[src/rtl/fwp_pkg.sv]
// Shared register addresses, flag positions and geometry helpers for the
// serial word FIFO packer. Assumes a word-addressed register bus.
package fwp_pkg;

    typedef enum logic [3:0] {
        REG_TXQ      = 4'd0,
        REG_RXQ      = 4'd1,
        REG_STAT     = 4'd2,
        REG_SMASK    = 4'd3,
        REG_ERR      = 4'd4,
        REG_FIFO_TXN = 4'd5,
        REG_FIFO_RXN = 4'd6,
        REG_BLK_TXN  = 4'd7,
        REG_BLK_RXN  = 4'd8
    } reg_addr_e;

    // Bit position of the lowest sticky status flag and lowest error flag
    localparam int STAT_LIVE_LO   = 4;
    localparam int STAT_STICKY_LO = 8;
    localparam int ERR_LO         = 2;

    // Block size in words from its 2-bit code
    function automatic int blk_words(input int code);
        return (code == 0) ? 4 : code * 16;
    endfunction

    // Queue depth in words from block and depth codes
    function automatic int queue_words(input int bcode, input int dcode);
        return blk_words(bcode) * (2 << dcode);
    endfunction

    // Bytes per serial word from the word length minus one
    function automatic logic [2:0] lane_bytes(input logic [4:0] len_m1);
        if (len_m1 < 5'd8)       return 3'd1;
        else if (len_m1 < 5'd16) return 3'd2;
        else                     return 3'd4;
    endfunction

endpackage

[src/rtl/fwp_fifo.sv]
// Synchronous first-in first-out queue of any depth (not only powers of two).
// A push when full and a pop when empty are ignored; the caller flags them.
module fwp_fifo #(
    parameter int W     = 32,
    parameter int DEPTH = 8,
    localparam int AW   = (DEPTH > 1) ? $clog2(DEPTH) : 1,
    localparam int LW   = $clog2(DEPTH + 1)
) (
    input  logic          clk,
    input  logic          rst_n,
    input  logic          push,
    input  logic [W-1:0]  push_data,
    input  logic          pop,
    output logic [W-1:0]  head,
    output logic [LW-1:0] level,
    output logic          empty,
    output logic          full
);
    logic [W-1:0]  mem [DEPTH];
    logic [AW-1:0] wr_ptr, rd_ptr;
    logic          do_push, do_pop;

    assign empty   = (level == '0);
    assign full    = (level == LW'(DEPTH));
    assign do_push = push && !full;
    assign do_pop  = pop && !empty;
    assign head    = mem[rd_ptr];

    // Storage write, no reset needed for data
    always_ff @(posedge clk) begin
        if (do_push) mem[wr_ptr] <= push_data;
    end

    // Pointer and fill level update
    always_ff @(posedge clk) begin
        if (!rst_n) begin
            wr_ptr <= '0;
            rd_ptr <= '0;
            level  <= '0;
        end else begin
            if (do_push) wr_ptr <= (wr_ptr == AW'(DEPTH - 1)) ? '0 : wr_ptr + 1'b1;
            if (do_pop)  rd_ptr <= (rd_ptr == AW'(DEPTH - 1)) ? '0 : rd_ptr + 1'b1;
            if (do_push && !do_pop)      level <= level + 1'b1;
            else if (do_pop && !do_push) level <= level - 1'b1;
        end
    end
endmodule

[src/rtl/fwp_align.sv]
// Word alignment between 32-bit queue entries and serial words. Transmit
// words are taken from the top bytes of an entry; received words are kept
// right-justified with unused upper bytes cleared.
module fwp_align
    import fwp_pkg::*;
(
    input  logic [4:0]  word_len_m1,
    input  logic [31:0] tx_entry,
    input  logic [31:0] rx_raw,
    output logic [31:0] tx_word,
    output logic [31:0] rx_entry
);
    logic [2:0]  lanes;
    logic [31:0] keep_mask;

    assign lanes = lane_bytes(word_len_m1);

    // Select lane mask and transmit shift by word size
    always_comb begin
        case (lanes)
            3'd1:    begin keep_mask = 32'h0000_00FF; tx_word = {24'h0, tx_entry[31:24]}; end
            3'd2:    begin keep_mask = 32'h0000_FFFF; tx_word = {16'h0, tx_entry[31:16]}; end
            default: begin keep_mask = 32'hFFFF_FFFF; tx_word = tx_entry;                 end
        endcase
    end

    assign rx_entry = rx_raw & keep_mask;
endmodule

[src/rtl/fwp_flags.sv]
// Word counters, sticky service/done flags, error flags and interrupt.
// Sets win over same-cycle clears so no event is lost.
module fwp_flags #(
    parameter int CNT_W = 16,
    parameter int DEPTH = 8,
    parameter int BLK   = 4,
    localparam int LW   = $clog2(DEPTH + 1)
) (
    input  logic             clk,
    input  logic             rst_n,
    input  logic             tx_push_ok,
    input  logic             tx_pop_ok,
    input  logic             rx_push_ok,
    input  logic             rx_pop_ok,
    input  logic [LW-1:0]    tx_level,
    input  logic [LW-1:0]    rx_level,
    input  logic [3:0]       err_set,
    input  logic [3:0]       err_clr,
    input  logic [3:0]       svc_clr,
    input  logic             cnt_restart,
    input  logic [CNT_W-1:0] tx_limit,
    input  logic [CNT_W-1:0] rx_limit,
    input  logic [3:0]       svc_mask,
    output logic [3:0]       svc_flags,
    output logic [3:0]       err_flags,
    output logic             irq
);
    logic [CNT_W-1:0] tx_cnt, rx_cnt, tx_next, rx_next;
    logic [3:0]       svc_set;

    assign tx_next = tx_cnt + CNT_W'(1);
    assign rx_next = rx_cnt + CNT_W'(1);

    // Event detection for service and done flags
    always_comb begin
        svc_set[0] = tx_pop_ok && !tx_push_ok && (tx_level == LW'(DEPTH - BLK + 1));
        svc_set[1] = rx_push_ok && !rx_pop_ok && (rx_level == LW'(BLK - 1));
        svc_set[2] = !cnt_restart && tx_pop_ok && (tx_limit != '0) && (tx_next == tx_limit);
        svc_set[3] = !cnt_restart && rx_push_ok && (rx_limit != '0) && (rx_next == rx_limit);
    end

    // Transferred word counters
    always_ff @(posedge clk) begin
        if (!rst_n || cnt_restart) begin
            tx_cnt <= '0;
            rx_cnt <= '0;
        end else begin
            if (tx_pop_ok)  tx_cnt <= tx_next;
            if (rx_push_ok) rx_cnt <= rx_next;
        end
    end

    // Sticky flags with write-one-to-clear
    always_ff @(posedge clk) begin
        if (!rst_n) begin
            svc_flags <= '0;
            err_flags <= '0;
        end else begin
            svc_flags <= (svc_flags & ~svc_clr) | svc_set;
            err_flags <= (err_flags & ~err_clr) | err_set;
        end
    end

    assign irq = (|err_flags) || (|(svc_flags & ~svc_mask));
endmodule

[src/rtl/fifo_word_packer.sv]
// Top of the serial word FIFO packer: register decode for the queues, limit,
// status, mask and error registers; two queues; alignment; flag logic.
// Assumes single-cycle bus strobes and combinational read data.
module fifo_word_packer
    import fwp_pkg::*;
#(
    parameter int BLK_CODE  = 0,
    parameter int FIFO_CODE = 0,
    parameter int CNT_W     = 16
) (
    input  logic        clk,
    input  logic        rst_n,
    input  logic        bus_wr,
    input  logic        bus_rd,
    input  logic [3:0]  bus_addr,
    input  logic [31:0] bus_wdata,
    output logic [31:0] bus_rdata,
    input  logic [4:0]  word_len_m1,
    input  logic        use_block,
    input  logic        tx_pop,
    output logic        tx_avail,
    output logic [31:0] tx_word,
    input  logic        rx_push,
    input  logic [31:0] rx_word,
    output logic        irq
);
    localparam int BLK   = blk_words(BLK_CODE);
    localparam int DEPTH = queue_words(BLK_CODE, FIFO_CODE);
    localparam int LW    = $clog2(DEPTH + 1);
    localparam int NLIM  = 4;

    logic [31:0]      tx_head, rx_head, rx_entry;
    logic [LW-1:0]    tx_level, rx_level;
    logic             tx_empty, out_full, in_empty, in_full;
    logic             wr_txq, rd_rxq, wr_stat, wr_err, wr_mask;
    logic [3:0]       err_set, err_flags, svc_flags, svc_mask;
    logic [CNT_W-1:0] lim_q [NLIM];
    logic [NLIM-1:0]  lim_we;
    logic [CNT_W-1:0] tx_limit, rx_limit;

    assign wr_txq  = bus_wr && (bus_addr == REG_TXQ);
    assign rd_rxq  = bus_rd && (bus_addr == REG_RXQ);
    assign wr_stat = bus_wr && (bus_addr == REG_STAT);
    assign wr_err  = bus_wr && (bus_addr == REG_ERR);
    assign wr_mask = bus_wr && (bus_addr == REG_SMASK);

    fwp_fifo #(.W(32), .DEPTH(DEPTH)) u_txq (
        .clk(clk), .rst_n(rst_n), .push(wr_txq), .push_data(bus_wdata),
        .pop(tx_pop), .head(tx_head), .level(tx_level), .empty(tx_empty), .full(out_full)
    );

    fwp_fifo #(.W(32), .DEPTH(DEPTH)) u_rxq (
        .clk(clk), .rst_n(rst_n), .push(rx_push), .push_data(rx_entry),
        .pop(rd_rxq), .head(rx_head), .level(rx_level), .empty(in_empty), .full(in_full)
    );

    fwp_align u_align (
        .word_len_m1(word_len_m1), .tx_entry(tx_head), .rx_raw(rx_word),
        .tx_word(tx_word), .rx_entry(rx_entry)
    );

    assign tx_avail = !tx_empty;

    // Error events: [0] rx overrun, [1] tx underrun, [2] rx underrun, [3] tx overrun
    assign err_set = {wr_txq && out_full, rd_rxq && in_empty,
                      tx_pop && tx_empty, rx_push && in_full};

    // Four limit registers, addresses 5..8 in order
    genvar gi;
    generate
        for (gi = 0; gi < NLIM; gi++) begin : g_lim
            assign lim_we[gi] = bus_wr && (bus_addr == 4'(int'(REG_FIFO_TXN) + gi));
            // Hold one limit register
            always_ff @(posedge clk) begin
                if (!rst_n)          lim_q[gi] <= '0;
                else if (lim_we[gi]) lim_q[gi] <= bus_wdata[CNT_W-1:0];
            end
        end
    endgenerate

    assign tx_limit = use_block ? lim_q[2] : lim_q[0];
    assign rx_limit = use_block ? lim_q[3] : lim_q[1];

    // Interrupt mask for sticky status flags
    always_ff @(posedge clk) begin
        if (!rst_n)       svc_mask <= '0;
        else if (wr_mask) svc_mask <= bus_wdata[STAT_STICKY_LO +: 4];
    end

    fwp_flags #(.CNT_W(CNT_W), .DEPTH(DEPTH), .BLK(BLK)) u_flags (
        .clk(clk), .rst_n(rst_n),
        .tx_push_ok(wr_txq && !out_full), .tx_pop_ok(tx_pop && !tx_empty),
        .rx_push_ok(rx_push && !in_full), .rx_pop_ok(rd_rxq && !in_empty),
        .tx_level(tx_level), .rx_level(rx_level),
        .err_set(err_set),
        .err_clr(wr_err ? bus_wdata[ERR_LO +: 4] : 4'h0),
        .svc_clr(wr_stat ? bus_wdata[STAT_STICKY_LO +: 4] : 4'h0),
        .cnt_restart(|lim_we),
        .tx_limit(tx_limit), .rx_limit(rx_limit),
        .svc_mask(svc_mask), .svc_flags(svc_flags), .err_flags(err_flags), .irq(irq)
    );

    // Register read multiplexer
    always_comb begin
        bus_rdata = '0;
        case (bus_addr)
            REG_RXQ:      bus_rdata = in_empty ? 32'h0 : rx_head;
            REG_STAT:     bus_rdata = {20'h0, svc_flags, in_full, out_full, !in_empty, !tx_empty, 4'h0};
            REG_SMASK:    bus_rdata = {20'h0, svc_mask, 8'h0};
            REG_ERR:      bus_rdata = {26'h0, err_flags, 2'b00};
            REG_FIFO_TXN: bus_rdata = 32'(lim_q[0]);
            REG_FIFO_RXN: bus_rdata = 32'(lim_q[1]);
            REG_BLK_TXN:  bus_rdata = 32'(lim_q[2]);
            REG_BLK_RXN:  bus_rdata = 32'(lim_q[3]);
            default:      bus_rdata = '0;
        endcase
    end
endmodule

[config.mk]
export PLATFORM = sky130hd
export DESIGN_NAME = fifo_word_packer
export DESIGN_NICKNAME = d
export VERILOG_FILES = /design/src/rtl/fwp_pkg.sv /design/src/rtl/fwp_fifo.sv /design/src/rtl/fwp_align.sv /design/src/rtl/fwp_flags.sv /design/src/rtl/fifo_word_packer.sv
export SDC_FILE = /design/constraint.sdc
export NUM_CORES = 1
export LEC_CHECK = 0
export BUFFER_PORTS_ARGS = -buffer_cell sky130_fd_sc_hd__buf_2
export CORE_MARGIN = 2
export CORE_UTILIZATION = 55
export CTS_CLUSTER_DIAMETER = 120
export DETAILED_ROUTE_END_ITERATION = 12
export HOLD_SLACK_MARGIN = 0.03
export PLACE_DENSITY = 0.87
export SYNTH_ARGS = -nofsm -noshare
export SYNTH_HDL_FRONTEND = slang
export SYNTH_SLANG_ARGS = --single-unit
[constraint.sdc]
create_clock -name clk -period 5.3 [get_ports clk]
set_clock_uncertainty 0.05 [all_clocks]
set_input_delay 0.53 -clock clk [delete_from_list [all_inputs] [get_ports clk]]
set_output_delay 0.53 -clock clk [all_outputs]
set_load 0.005 [all_outputs]
==> out/results.txt <==
Max_slew headroom: 23.8%
End point of the critical path: bus_rdata[11]
Status: completed
Cell at the root of the clock tree: sky130_fd_sc_hd__clkbuf_16
Clock tree from TritonCTS: built
RSZ-0062 raised after global routing: false
Port buffer count: 142
Max-slew violation count: 0
Top library cells by usage in the layout, fill and taps aside: 576 x sky130_fd_sc_hd__edfxtp_1, 142 x sky130_fd_sc_hd__buf_2, 128 x sky130_fd_sc_hd__mux4_2
Post-layout net count: 1909
Synth top area cells: sky130_fd_sc_hd__edfxtp_1 63%, sky130_fd_sc_hd__mux4_2 11%, sky130_fd_sc_hd__dfxtp_1 5.1%
Most area-hungry cell type in the Yosys netlist: sky130_fd_sc_hd__edfxtp_1
Total chip power: 0.0119 W
Share of power burned in registers: 49.6%
P&R area growth vs syn: 13.7%
Ys Warns: 0
Bufs on Longest Clock Path: 3
Final count of hold timing violations: 0
Number of gates given a new drive strength after cts: 0
Last weighted congestion value of the routability-driven placer: 0.930
Combined area of all synthesized cells: 0.0273 mm^2
Minimum clock period after layout: 3.93 ns
Total iterations of the first detailed-routing run: 8
DRC: 0
Post-CTS setup buffers: 0
Vias/cell: 6.29
Timing-limited maximum frequency: 255 MHz
DRC violation total after the first TritonRoute iteration: 2147
Proportion of layout cells with a drive suffix above 1: 24.8%
Max_cap viols: 0
Mean instance size in the synthesized netlist: 16.6 um^2
Post-synth EDFFs: 576
Worst VDD drop: 281 uV
Most common library cell in the layout ignoring fill and taps: sky130_fd_sc_hd__edfxtp_1
Post-detailed-route wirelength per cell: 25.6 um
Number of instances in the synthesized netlist: 1645
Type of the most critical hold path: in2reg
Number of flip-flops and latches in the synthesized netlist: 646
Most used DFF post-synth: sky130_fd_sc_hd__edfxtp_1
Die outline area: 0.0515 mm^2
Detailed-placement wirelength estimate: 39600 um
Critical R2R Launch: u_txq.level[0]$_SDFFE_PN0P_
Category of the worst setup path launch point: flip-flop
Ratio of total power to cell area: 384 mW/mm^2
Worst setup path category: reg2out
Critical path fanouts, max: 49
Arrival time at the worst endpoint: 3.35 ns
Share of flip-flops with an asynchronous set or reset: 0%
Pin count of the biggest net entering global routing: 59
Antenna violations before repair: 7
Worst Max-Slew Pin Slew: 1.14 ns
First-pass GRT wire length: 97500 um
Cts-stage hold buffer count: 0
Leak: 10.2 nW
Unique cell type count in the Yosys netlist: 64
Share of the clock period used by the worst path after layout: 74.1%
Worst Hold Margin: 0.134 ns
Starting Density: 55.7%
Total via count after detailed routing: 15.9k
Minimum setup slack among reg-to-reg paths: 1.73 ns
Number of global-route vias before repair: 16.1k
Internal power: 0.00904 W
Clock latency on the worst-skew pair: 0.61 ns
Number of cells on the worst reg-to-reg path: 11
Sort of element at the end of the critical path: output port
Total number of H-tree levels: 3
Final std cells w/o fill: 2530
Total placed cells including tap cells: 2404
Util after Layout: 63.4%
Area share of the largest cell type after synthesis: 63.3%
Clock share of power: 38.8%
Comb pwr share: 11.6%
Core Area: 0.0491 mm^2
Clock buffers created by TritonCTS: 68
Antenna violation net count after detailed routing: 0
Post-Synthesis Net Count: 1744
Number of sinks handled by clock tree synthesis: 646
Remaining Overflow, GRT: 0
Net Sw Frac: 24.4%
Die Span Y: 227 um
Final setup TNS: 0 ns
P_sw: 0.00291 W
Aggregate routed wire length: 64700 um
Fillers: 3306
Critical Path RT: 4.72 ns
Sequential cell area fraction in the yosys report: 68.4%
Final setup viols: 0
Clk slew on worst S/H paths: 0.06 ns
Number of top-level pins: 146
Number of placement rows: 81
Floorplan die width: 227 um
Total global-route track usage: 25.7%
Endpoint of the worst-slack reg-to-reg timing path: u_txq.level[3]$_SDFFE_PN0P_
## worst min path at each step
stage	startpoint	to	slack [ns]	cells after the start
finish	bus_wdata[18]	u_txq.mem[7][18]$_DFFE_PP_	0.13	1
detailed placement	u_txq.rd_ptr[1]$_SDFFE_PN0P_	flip-flop	0.43	2
CTS	bus_wdata[26]	u_txq.mem[2][26]$_DFFE_PP_	0.12	1
floorplan	u_flags.svc_flags[1]$_SDFF_PN0_	u_flags.svc_flags[1]$_SDFF_PN0_	0.41	2
global route	bus_wdata[26]	u_txq.mem[2][26]$_DFFE_PP_	0.15	1
global placement	u_txq.rd_ptr[1]$_SDFFE_PN0P_	flip-flop	0.43	2
## synthesized netlist by cell type, types with 18 or more instances
cell type and n:
sky130_fd_sc_hd__a21oi_1 21, sky130_fd_sc_hd__and2_1 84, sky130_fd_sc_hd__clkbuf_1 54, sky130_fd_sc_hd__dfxtp_1 70, sky130_fd_sc_hd__edfxtp_1 576, sky130_fd_sc_hd__mux2_2 26, sky130_fd_sc_hd__mux2i_1 95, sky130_fd_sc_hd__mux4_2 128
sky130_fd_sc_hd__nand2_1 85, sky130_fd_sc_hd__nand4_1 18, sky130_fd_sc_hd__nor2_1 71, sky130_fd_sc_hd__nor2b_1 47, sky130_fd_sc_hd__nor3_1 24, sky130_fd_sc_hd__o21ai_0 46, sky130_fd_sc_hd__xnor2_1 51, sky130_fd_sc_hd__xor2_1 26
## metrics by stage
step / setup WS [ns] / cell area (um^2)
floorplan: 0.228 / 27300
global placement: 1.77 / 28900
detailed placement: 1.66 / 28900
CTS: 1.32 / 31100
global route: 1.17 / 31100
finish: 1.37 / 31100
## power by group through the flow
stage          Combinational [W]  Clock (W)  Sequential, W
3_3_place_gp             0.00131          0        0.00601
3_5_place_dp             0.00137          0        0.00602
2_1_floorplan           0.000995          0        0.00590
4_1_cts                  0.00139    0.00469        0.00592
6_report                 0.00139    0.00464        0.00592
5_1_grt                  0.00150    0.00487        0.00594
## kinds of logic after synthesis
group | share of synthesized area, %
muxes | 15.1
and+or+nand+nor | 8.20
AOI/OAI and AO/OA | 3.34
DFF | 68.4
xor gates and xnor gates | 2.47
buffers and inverters | 1.55
adders and majority gates | 0.924
## layout make-up
type	count	area (um^2)	share of cell area, %
Multi-Input combinational cell	902	8330	26.8
Clock inverter	40	388	1.25
Timing Repair Buffer	177	986	3.17
Antenna cell	5	12.5	0.0403
Clock buffer	81	1770	5.70
Sequential cell	646	18700	60.2
Tap cell	664	831	2.67
Inverter	15	56.3	0.181
## critical path: stages (launching register included)
cell and delay, ns:
sky130_fd_sc_hd__dfxtp_4 0.99, sky130_fd_sc_hd__buf_4 0.47, sky130_fd_sc_hd__mux4_2 0.60, sky130_fd_sc_hd__mux2i_1 0.31, sky130_fd_sc_hd__o21ai_0 0.15, sky130_fd_sc_hd__buf_2 0.18
## sequential cells by signal (all words and copies together), names as in the netlist, named ones only
signal and cells:
lim_q 64, u_flags.err_flags 4, u_flags.rx_cnt 16, u_txq.mem 256
u_txq.wr_ptr 3, u_flags.svc_flags 4, u_txq.level 4, svc_mask 4
u_rxq.wr_ptr 3, u_flags.tx_cnt 16, u_rxq.level 4, u_txq.rd_ptr 3
u_rxq.rd_ptr 3, u_rxq.mem 256
## layer usage
layer	part of all wire, %	vias up	routed length [um]	global-route usage (%)
met5	0.042	-	27	0
met4	3.4	4	2190	9.55
met3	9.2	153	5950	4.99
met2	50	983	32100	42.5
met1	38	7999	24400	34.2
li1	-	6763	-	-
Note: power is estimated with default switching activity, not from simulation.
